===== src/rtl/alu8_pkg.sv =====
package alu8_pkg;
  localparam int unsigned DW = 8;
  localparam int unsigned NW = DW / 2;

  typedef enum logic [2:0] {
    OP_ADD = 3'd0,
    OP_ADC = 3'd1,
    OP_SUB = 3'd2,
    OP_SBB = 3'd3,
    OP_AND = 3'd4,
    OP_XOR = 3'd5,
    OP_OR  = 3'd6,
    OP_CMP = 3'd7
  } alu_op_e;

  // flag byte bit positions
  localparam int unsigned FB_S   = 7;
  localparam int unsigned FB_Z   = 6;
  localparam int unsigned FB_AC  = 4;
  localparam int unsigned FB_P   = 2;
  localparam int unsigned FB_ONE = 1;
  localparam int unsigned FB_CY  = 0;
  localparam logic [DW-1:0] FLAGS_RST = 8'h02;
endpackage


===== src/rtl/alu8_addsub.sv =====
module alu8_addsub #(
  parameter int unsigned W = 8,
  parameter int unsigned H = W / 2
) (
  input  logic         clk_i,
  input  logic         rst_ni,
  input  logic [W-1:0] a_i,
  input  logic [W-1:0] b_i,
  input  logic         sub_i,
  input  logic         cin_i,   // carry for add, borrow for sub
  output logic [W-1:0] sum_o,
  output logic         cy_o,    // carry for add, borrow for sub
  output logic         hc_o
);
  logic [W-1:0] b_eff;
  logic         c_eff;
  logic [H:0]   lo_sum;
  logic [W-H:0] hi_sum;

  always_comb begin
    b_eff  = sub_i ? ~b_i : b_i;
    c_eff  = sub_i ? ~cin_i : cin_i;
    lo_sum = {1'b0, a_i[H-1:0]} + {1'b0, b_eff[H-1:0]} + {{H{1'b0}}, c_eff};
    hi_sum = {1'b0, a_i[W-1:H]} + {1'b0, b_eff[W-1:H]} + {{(W-H){1'b0}}, lo_sum[H]};
    sum_o  = {hi_sum[W-H-1:0], lo_sum[H-1:0]};
    cy_o   = sub_i ? ~hi_sum[W-H] : hi_sum[W-H];
    hc_o   = lo_sum[H];
  end

  // borrow tracks an unsigned compare of a against b plus borrow-in
  p_borrow_r2: assert property (@(posedge clk_i) disable iff (!rst_ni)
    sub_i |-> (cy_o == ({1'b0, a_i} < ({1'b0, b_i} + {{W{1'b0}}, cin_i}))));
  // carry tracks an overflow of the widened sum
  p_carry_r8: assert property (@(posedge clk_i) disable iff (!rst_ni)
    !sub_i |-> (cy_o == (({1'b0, a_i} + {1'b0, b_i} + {{W{1'b0}}, cin_i}) > {1'b0, {W{1'b1}}})));
endmodule


===== src/rtl/alu8_logic.sv =====
module alu8_logic #(
  parameter int unsigned W = 8
) (
  input  logic [W-1:0] a_i,
  input  logic [W-1:0] b_i,
  input  logic [1:0]   sel_i,  // 0 AND, 1 XOR, 2 OR
  output logic [W-1:0] res_o
);
  always_comb begin
    unique case (sel_i)
      2'd0:    res_o = a_i & b_i;
      2'd1:    res_o = a_i ^ b_i;
      default: res_o = a_i | b_i;
    endcase
  end
endmodule


===== src/rtl/alu8_flags.sv =====
module alu8_flags
  import alu8_pkg::*;
(
  input  logic          clk_i,
  input  logic          rst_ni,
  input  logic          we_i,
  input  logic [DW-1:0] res_i,
  input  logic          cy_i,
  input  logic          ac_i,
  output logic [DW-1:0] nxt_o,
  output logic [DW-1:0] q_o
);
  logic [DW-1:0] flags_q;

  always_comb begin
    nxt_o         = '0;
    nxt_o[FB_S]   = res_i[DW-1];
    nxt_o[FB_Z]   = (res_i == '0);
    nxt_o[FB_AC]  = ac_i;
    nxt_o[FB_P]   = ~^res_i;
    nxt_o[FB_ONE] = 1'b1;
    nxt_o[FB_CY]  = cy_i;
  end

  always_ff @(posedge clk_i or negedge rst_ni) begin
    if (!rst_ni)   flags_q <= FLAGS_RST;
    else if (we_i) flags_q <= nxt_o;
  end

  assign q_o = flags_q;

  p_flag_load_r11: assert property (@(posedge clk_i) disable iff (!rst_ni)
    we_i |=> (q_o == $past(nxt_o)));
  p_flag_hold_r11: assert property (@(posedge clk_i) disable iff (!rst_ni)
    !we_i |=> $stable(q_o));
  p_fixed_bits_r9: assert property (@(posedge clk_i) disable iff (!rst_ni)
    q_o[FB_ONE] && !q_o[3] && !q_o[5]);
endmodule


===== src/rtl/alu8_core.sv =====
module alu8_core
  import alu8_pkg::*;
(
  input  logic          clk_i,
  input  logic          rst_ni,
  input  logic [2:0]    op_i,
  input  logic [DW-1:0] acc_i,
  input  logic [DW-1:0] opnd_i,
  input  logic          carry_i,
  input  logic          flag_we_i,
  output logic [DW-1:0] result_o,
  output logic          acc_we_o,
  output logic [DW-1:0] flags_nxt_o,
  output logic [DW-1:0] flags_o
);
  alu_op_e       op;
  logic          is_arith, is_sub, use_cin, cin_eff;
  logic [DW-1:0] as_sum, lg_res;
  logic          as_cy, as_hc, cy, ac;

  always_comb begin
    op       = alu_op_e'(op_i);
    is_arith = !op_i[2] || (op == OP_CMP);
    is_sub   = op_i[1] && is_arith;
    use_cin  = (op == OP_ADC) || (op == OP_SBB);
    cin_eff  = carry_i && use_cin;
  end

  alu8_addsub #(.W(DW), .H(NW)) u_addsub (
    .clk_i  (clk_i),
    .rst_ni (rst_ni),
    .a_i    (acc_i),
    .b_i    (opnd_i),
    .sub_i  (is_sub),
    .cin_i  (cin_eff),
    .sum_o  (as_sum),
    .cy_o   (as_cy),
    .hc_o   (as_hc)
  );

  alu8_logic #(.W(DW)) u_logic (
    .a_i   (acc_i),
    .b_i   (opnd_i),
    .sel_i (op_i[1:0]),
    .res_o (lg_res)
  );

  always_comb begin
    result_o = is_arith ? as_sum : lg_res;
    cy       = is_arith ? as_cy : 1'b0;
    ac       = is_arith ? as_hc : (op == OP_AND);
    acc_we_o = (op != OP_CMP);
  end

  alu8_flags u_flags (
    .clk_i  (clk_i),
    .rst_ni (rst_ni),
    .we_i   (flag_we_i),
    .res_i  (result_o),
    .cy_i   (cy),
    .ac_i   (ac),
    .nxt_o  (flags_nxt_o),
    .q_o    (flags_o)
  );

  p_logic_cy_r8: assert property (@(posedge clk_i) disable iff (!rst_ni)
    op_i[2] && (op_i != 3'd7) |-> !flags_nxt_o[FB_CY]);
  p_add_no_cin_r10: assert property (@(posedge clk_i) disable iff (!rst_ni)
    (op_i == 3'd0) |-> (result_o == acc_i + opnd_i));
  p_sign_r5: assert property (@(posedge clk_i) disable iff (!rst_ni)
    flags_nxt_o[FB_S] == result_o[DW-1]);
  p_and_ac_r7: assert property (@(posedge clk_i) disable iff (!rst_ni)
    (op_i == 3'd4) |-> flags_nxt_o[FB_AC]);
endmodule


===== config.mk =====
export PLATFORM = sky130hd
export DESIGN_NAME = alu8_core
export DESIGN_NICKNAME = d
export VERILOG_FILES = /design/src/rtl/alu8_pkg.sv /design/src/rtl/alu8_addsub.sv /design/src/rtl/alu8_logic.sv /design/src/rtl/alu8_flags.sv /design/src/rtl/alu8_core.sv
export SDC_FILE = /design/constraint.sdc
export NUM_CORES = 1
export LEC_CHECK = 0
export CAP_MARGIN = 20
export CORE_MARGIN = 3
export CORE_UTILIZATION = 50
export CTS_BUF_LIST = sky130_fd_sc_hd__clkbuf_16
export DETAILED_ROUTE_END_ITERATION = 8
export HOLD_SLACK_MARGIN = 0.02
export PLACE_DENSITY = 0.92
export SYNTH_ARGS = -nofsm -noshare
export SYNTH_HDL_FRONTEND = slang
export SYNTH_SLANG_ARGS = --single-unit

===== constraint.sdc =====
create_clock -name clk_i -period 14.46 [get_ports clk_i]
set_input_delay 4.338 -clock clk_i [delete_from_list [all_inputs] [get_ports clk_i]]
set_output_delay 4.338 -clock clk_i [all_outputs]
set_load 0.02 [all_outputs]

==> flow_metrics.env, run 1 <==
export IMPL_p_leak_nw=0.864
export IMPL_grt_pass1_vias=1245
export IMPL_grt_util_all_layers=0.193
export IMPL_portBuffers=41
export IMPL_final_nets=254
export IMPL_ys_warn_count=0
export IMPL_fin_skew_ns=0
export IMPL_crit_fanout=15
export IMPL_setup_viol=0
export IMPL_syn_area_sq_um=1380
export IMPL_yosysSeqAreaShare=0.0908
export IMPL_wl_per_cell_microns=13.9
export IMPL_insertion_delay_ns=0.23
export IMPL_cts_resized=0
export IMPL_detail_route_vias_per_cell=5.43
export IMPL_n_fill_cell=211
export IMPL_powerDensity_nw_per_um2=110
export IMPL_initial_core_util=0.541
export IMPL_diodes=0
export IMPL_dp_hpwl_microns=2670
export IMPL_synth_compound_area_frac=0.209
export IMPL_cts_setup_buffers=0
export IMPL_timing_final_ws_setup_ns=0.580
export IMPL_hold_path_class="flip-flop to flip-flop"
export IMPL_period_needed_ns=13.88
export IMPL_ios=48
export IMPL_status="finished, final reports clean"
export IMPL_syn_mean_instance_area_sq_um=8.35
export IMPL_synthAdderAreaFrac=0.294
export IMPL_clkPwrFrac=0.225
export IMPL_seqPwrFrac=0.097
export IMPL_regArea_sq_um=125
export IMPL_required_ns=10.12
export IMPL_critPathLaunchType="input pin"
export IMPL_synth_xor_area_frac=0.102
export IMPL_place_area_sq_um=1740
export IMPL_first_pass_iters=4
export IMPL_maxCapViolCount=0
export IMPL_layout_commonest_cell="clkdlybuf4s50_1"
export IMPL_drtIter0Drc=36
export IMPL_clock_path_buffers=2
export IMPL_htreeDepth=1
export IMPL_grt_max_degree=21
export IMPL_p_switching_mw=0.0788
export IMPL_vdd_drop_max_mv=0.102
export IMPL_worst_setup_path_type="input pin to primary output"
export IMPL_worstMarginPinSlew_ns=0.559
export IMPL_drcViolationCount=0
export IMPL_hold_ws_ns=0.495
export IMPL_largest_reg_flops=5
export IMPL_path_clk_slew_ns=0.03
export IMPL_hold_viol=0
export IMPL_vias=1250
export IMPL_die_w_microns=58.5
export IMPL_cts_sinks=5
export IMPL_max_freq_mhz=72.0
export IMPL_gp_congestion=0.824
export IMPL_placementRows=18
export IMPL_multi_input_area_sq_um=1080
export IMPL_wl_microns=3190
export IMPL_synth_top_family_by_area="adder cells"
export IMPL_cts_tree="yes"
export IMPL_finalCritPeriodShare=0.960
export IMPL_cts_hold_buf=0
export IMPL_antenna_found_initial=0
export IMPL_endpoint_kind="primary output"
export IMPL_ant_nets=0
export IMPL_core_area_sq_um=2540
export IMPL_layout_common_cells="clkdlybuf4s50_1 (41), ha_1 (26), inv_1 (20), xnor2_1 (15), a21oi_1 (10)"
export IMPL_intPower_mw=0.121
export IMPL_power_mw=0.199
export IMPL_yosys_area_share_simple=0.115
export IMPL_crit_arrival_ns=9.54
export IMPL_synth_seq_cells=5
export IMPL_final_area_sq_um=1820
export IMPL_p_comb_frac=0.677
export IMPL_drive_gt1_frac=0.0700
export IMPL_synth_mux_area_frac=0.0454
export IMPL_slew_headroom=0.626
export IMPL_switching_share=0.395
export IMPL_slew_viol_final=0
export IMPL_rsz0062_at_grt="false"
export IMPL_setup_tns_ns=0
export IMPL_numCtsBuffers=3
export IMPL_globalRouteOverflowTotal=0
export IMPL_syn2layout_area_growth_pct=31.8
export IMPL_synth_cell_types=40
export IMPL_synth_cells=165
export IMPL_pre_cts_ws_ns=0.592
export IMPL_cts_root_buffer="clkbuf_16"
export IMPL_grt_first_pass_wirelength_microns=5180
export IMPL_die_h_microns=58.5
export IMPL_dieArea_sq_um=3420
cell usage after synthesis:
| master | n | area share |
|---|---|---|
| o21a_1 | 1 | 0.0055 |
| xnor2_1 | 15 | 0.095 |
| fa_1 | 4 | 0.058 |
| o211ai_1 | 1 | 0.0055 |
| buf_4 | 11 | 0.060 |
| mux2i_1 | 1 | 0.0073 |
| mux2_4 | 2 | 0.022 |
| o21ai_0 | 5 | 0.018 |
| o21ai_1 | 2 | 0.0073 |
| nand3b_1 | 1 | 0.0055 |
| o22ai_1 | 4 | 0.018 |
| buf_2 | 2 | 0.0073 |
| nor3b_1 | 1 | 0.0055 |
| and2_4 | 1 | 0.0064 |
| a21o_1 | 3 | 0.016 |
| and4_1 | 1 | 0.0064 |
| mux2_2 | 2 | 0.016 |
| nand3_1 | 1 | 0.0036 |
| nor2b_1 | 5 | 0.023 |
| conb_1 | 2 | 0.0055 |
| nand2b_1 | 4 | 0.018 |
| buf_6 | 2 | 0.016 |
| xor2_1 | 1 | 0.0064 |
| a22oi_1 | 5 | 0.027 |
| buf_1 | 1 | 0.0027 |
| o22ai_2 | 1 | 0.0091 |
| a21oi_1 | 10 | 0.036 |
| o311ai_1 | 1 | 0.0064 |
| nand2_1 | 9 | 0.025 |
| o31ai_1 | 1 | 0.0055 |
| o221ai_1 | 1 | 0.0064 |
| inv_1 | 19 | 0.052 |
| a21oi_2 | 1 | 0.0064 |
| and2_1 | 1 | 0.0045 |
| a211oi_2 | 1 | 0.0091 |
| nand2_2 | 1 | 0.0045 |
| ha_1 | 26 | 0.24 |
| a22o_1 | 5 | 0.032 |
| dfrtp_1 | 5 | 0.091 |
| nor2_1 | 5 | 0.014 |
final cells by class:
| type | instances | share of cell area |
|---|---|---|
| Clock buffer | 3 | 0.0414 |
| Sequential cell | 5 | 0.0689 |
| Clock inverter | 1 | 0.00207 |
| Tap cell | 30 | 0.0207 |
| Multi-Input combinational cell | 129 | 0.593 |
| Timing Repair Buffer | 43 | 0.234 |
| Inverter | 19 | 0.0393 |
metal layers:
| metal | track usage | vias up | wire length (microns) | part of all wire |
|---|---|---|---|---|
| li1 | - | 620 | - | - |
| met1 | 0.213 | 584 | 1270 | 0.40 |
| met2 | 0.386 | 44 | 1700 | 0.53 |
| met3 | 0.0154 | 2 | 196 | 0.062 |
| met4 | 0.0497 | 0 | 23 | 0.0072 |
| met5 | 0 | - | 0 | 0 |
cells by family (layout without fill, tap and decap cells):
logic type / after synthesis / after routing
xor+xnor: 16 / 16
compound gates: 42 / 42
mux: 5 / 5
simple gates: 30 / 30
other cells: 2 / 6
flops: 5 / 5
buf+inv: 35 / 66
fa+ha+maj: 30 / 30
worst max-delay path: stages:
cell and delay (ns):
clkdlybuf4s50_1 0.82, nand2b_1 0.25, nand2_2 0.20, xnor2_1 0.23, fa_1 0.45, fa_1 0.42, a21o_1 0.18, a21oi_2 0.21
fa_1 0.22, inv_1 0.06, fa_1 0.49, nor2b_1 0.05, o21ai_1 0.13, o221ai_1 0.17, ha_1 0.31, xnor2_1 0.14
xnor2_1 0.22, clkdlybuf4s50_1 0.65
final timing paths:
kind                       cells after the start        endpoint      startpoint  slack (ns)
min reg2reg                                    2  u_flags.q_o[0]  u_flags.q_o[0]        0.49
min in group asynchronous                      1  u_flags.q_o[2]          rst_ni        4.33
max                                           18  flags_nxt_o[2]         op_i[0]        0.58
min                                            2  u_flags.q_o[0]  u_flags.q_o[0]        0.49
max reg2reg                                    1  u_flags.q_o[4]  u_flags.q_o[4]       13.68
max in group asynchronous                      1  u_flags.q_o[0]          rst_ni        9.93
power groups by stage:
stage	clock network (mW)	registers (mW)	logic, mW
3_5_place_dp	0	0.0196	0.135
3_3_place_gp	0	0.0191	0.130
2_1_floorplan	0	0.0233	0.0833
5_1_grt	0.0459	0.0197	0.147
6_report	0.0450	0.0194	0.135
4_1_cts	0.0457	0.0195	0.136
through the flow:
stage                     utilization  instances
after floorplan                     -        169
after global placement          0.682        226
after detailed placement        0.682        226
after CTS                       0.713        230
after global routing            0.713        230
final                           0.713        230
No activity file was read; power rests on OpenSTA's default activity.
==> run 2, diff against run 1 <==
CORE_ASPECT_RATIO = 0.5   (was default)
MAX_ROUTING_LAYER = met4   (was default)
==> run 2 against run 1 <==
Flip-flop and latch count unchanged. First-iteration DRC count grew to 2.6 times the previous value. Power grew 0.49%. Clock skew stayed put. Non-clock buffer count unchanged. Clock power shrank 2%. Worst setup slack worse by 0.0076 ns. Sequential share of layout area about the same. Critical path depth unchanged. Critical path type unchanged. Largest cell class unchanged. Largest power group unchanged.
==> flow_metrics.env, run 2 (synthesis results as in run 1) <==
export IMPL_status="finished, final reports clean"
export IMPL_ios=48
export IMPL_p_switching_mw=0.0796
export IMPL_cts_hold_buf=0
export IMPL_portBuffers=41
export IMPL_crit_fanout=15
export IMPL_maxCapViolCount=0
export IMPL_endpoint_kind="primary output"
export IMPL_clkPwrFrac=0.221
export IMPL_cts_root_buffer="clkbuf_16"
export IMPL_powerDensity_nw_per_um2=110
export IMPL_r2r_start="u_flags.q_o[4]"
export IMPL_layout_commonest_cell="clkdlybuf4s50_1"
export IMPL_cts_tree="yes"
export IMPL_largest_reg_flops=5
export IMPL_core_area_sq_um=2400
export IMPL_crit_end="flags_nxt_o[2]"
export IMPL_required_ns=10.12
export IMPL_vdd_drop_max_mv=0.169
export IMPL_hold_path_class="flip-flop to flip-flop"
export IMPL_clock_path_buffers=2
export IMPL_critPathLaunchType="input pin"
export IMPL_antenna_found_initial=0
export IMPL_placementRows=12
export IMPL_globalRouteOverflowTotal=0
export IMPL_timing_final_ws_setup_ns=0.572
export IMPL_cts_resized=0
export IMPL_finalCritPeriodShare=0.960
export IMPL_grt_first_pass_wirelength_microns=5440
export IMPL_intPower_mw=0.121
export IMPL_grt_max_degree=21
export IMPL_rsz0062_at_grt="false"
export IMPL_hold_viol=0
export IMPL_crit_arrival_ns=9.55
export IMPL_fin_skew_ns=0
export IMPL_drive_gt1_frac=0.0700
export IMPL_ant_nets=0
export IMPL_die_w_microns=80.2
export IMPL_path_clk_slew_ns=0.03
export IMPL_period_needed_ns=13.89
export IMPL_max_freq_mhz=72.0
export IMPL_hold_depth=2
export IMPL_seqPwrFrac=0.096
export IMPL_rrSetupSlack_ns=13.71
export IMPL_htreeDepth=1
export IMPL_die_h_microns=43.1
export IMPL_grt_pass1_vias=1202
export IMPL_setup_tns_ns=0
export IMPL_first_pass_iters=4
export IMPL_vias=1277
export IMPL_dieArea_sq_um=3460
export IMPL_cts_setup_buffers=0
export IMPL_slew_headroom=0.657
export IMPL_gp_congestion=0.826
export IMPL_worst_setup_path_type="input pin to primary output"
export IMPL_syn2layout_area_growth_pct=32.2
export IMPL_pre_cts_ws_ns=0.603
export IMPL_worstMarginPinSlew_ns=0.513
export IMPL_detail_route_vias_per_cell=5.43
export IMPL_initial_core_util=0.573
export IMPL_p_leak_nw=0.864
export IMPL_wl_per_cell_microns=13.5
export IMPL_p_comb_frac=0.683
export IMPL_cts_sinks=5
export IMPL_rr_endpoint="u_flags.q_o[4]"
export IMPL_diodes=0
export IMPL_n_fill_cell=192
export IMPL_wl_microns=3180
export IMPL_insertion_delay_ns=0.22
export IMPL_dp_hpwl_microns=2730
export IMPL_crit_start="op_i[0]"
export IMPL_final_nets=254
export IMPL_r2r_cells=1
export IMPL_layout_common_cells="clkdlybuf4s50_1 (41), ha_1 (26), inv_1 (20), xnor2_1 (15), a21oi_1 (10)"
export IMPL_grt_util_all_layers=0.206
export IMPL_drtIter0Drc=95
export IMPL_drcViolationCount=0
export IMPL_setup_viol=0
export IMPL_switching_share=0.397
export IMPL_slew_viol_final=0
export IMPL_numCtsBuffers=3
[run 2: cell counts in the layout (fill, tap and decap cells not counted)]
No cell type changed its count.
[run 2: worst max-delay path, stage by stage]
cell	delay, ns
clkdlybuf4s50_1	0.79
nand2b_1	0.25
nand2_2	0.21
xnor2_1	0.22
fa_1	0.43
fa_1	0.42
a21o_1	0.19
a21oi_2	0.20
fa_1	0.22
inv_1	0.06
fa_1	0.51
nor2b_1	0.05
o21ai_1	0.13
o221ai_1	0.16
ha_1	0.31
xnor2_1	0.14
xnor2_1	0.25
clkdlybuf4s50_1	0.65
[run 2: per-layer routing]
| layer | global-route usage | routed length (microns) |
|---|---|---|
| met1 | 0.260 | 1400 |
| met3 | 0.0254 | 207 |
| met5 | - | 0 |
| met4 | 0.0875 | 53 |
| met2 | 0.334 | 1520 |
[run 2: how the worst min path moves through the flow]
stage                              start              to  slack [ns]
after global routing      u_flags.q_o[6]  u_flags.q_o[6]        0.52
after CTS                 u_flags.q_o[0]  u_flags.q_o[0]        0.49
final                     u_flags.q_o[0]  u_flags.q_o[0]        0.49
after detailed placement  u_flags.q_o[0]  u_flags.q_o[0]        0.48
after global placement    u_flags.q_o[0]  u_flags.q_o[0]        0.48
after floorplan           u_flags.q_o[0]  u_flags.q_o[0]        0.59
[run 2: per-stage QoR]
step	total power, mW	instance area (sq um)	instances	hold slack [ns]	utilization
global placement	0.151	1740	231	0.476	0.726
CTS	0.201	1820	235	0.487	0.758
floorplan	0.107	1390	169	0.589	-
global route	0.215	1820	235	0.519	0.758
detailed placement	0.156	1740	231	0.478	0.726
finish	0.200	1820	235	0.488	0.758
[run 2: layout make-up]
type / count / area, sq um / area share
Clock buffer: 3 / 75.1 / 0.0412
Inverter: 19 / 71.3 / 0.0391
Multi-Input combinational cell: 129 / 1080 / 0.591
Clock inverter: 1 / 3.75 / 0.00206
Timing Repair Buffer: 43 / 425 / 0.234
Sequential cell: 5 / 125 / 0.0687
Tap cell: 35 / 43.8 / 0.0240
[run 2: power by group through the flow]
stage	sequential, mW	clock [mW]	combinational, mW
finish	0.0193	0.0443	0.137
detailed placement	0.0195	0	0.137
CTS	0.0193	0.0448	0.137
floorplan	0.0233	0	0.0833
global route	0.0198	0.0469	0.148
global placement	0.0192	0	0.132
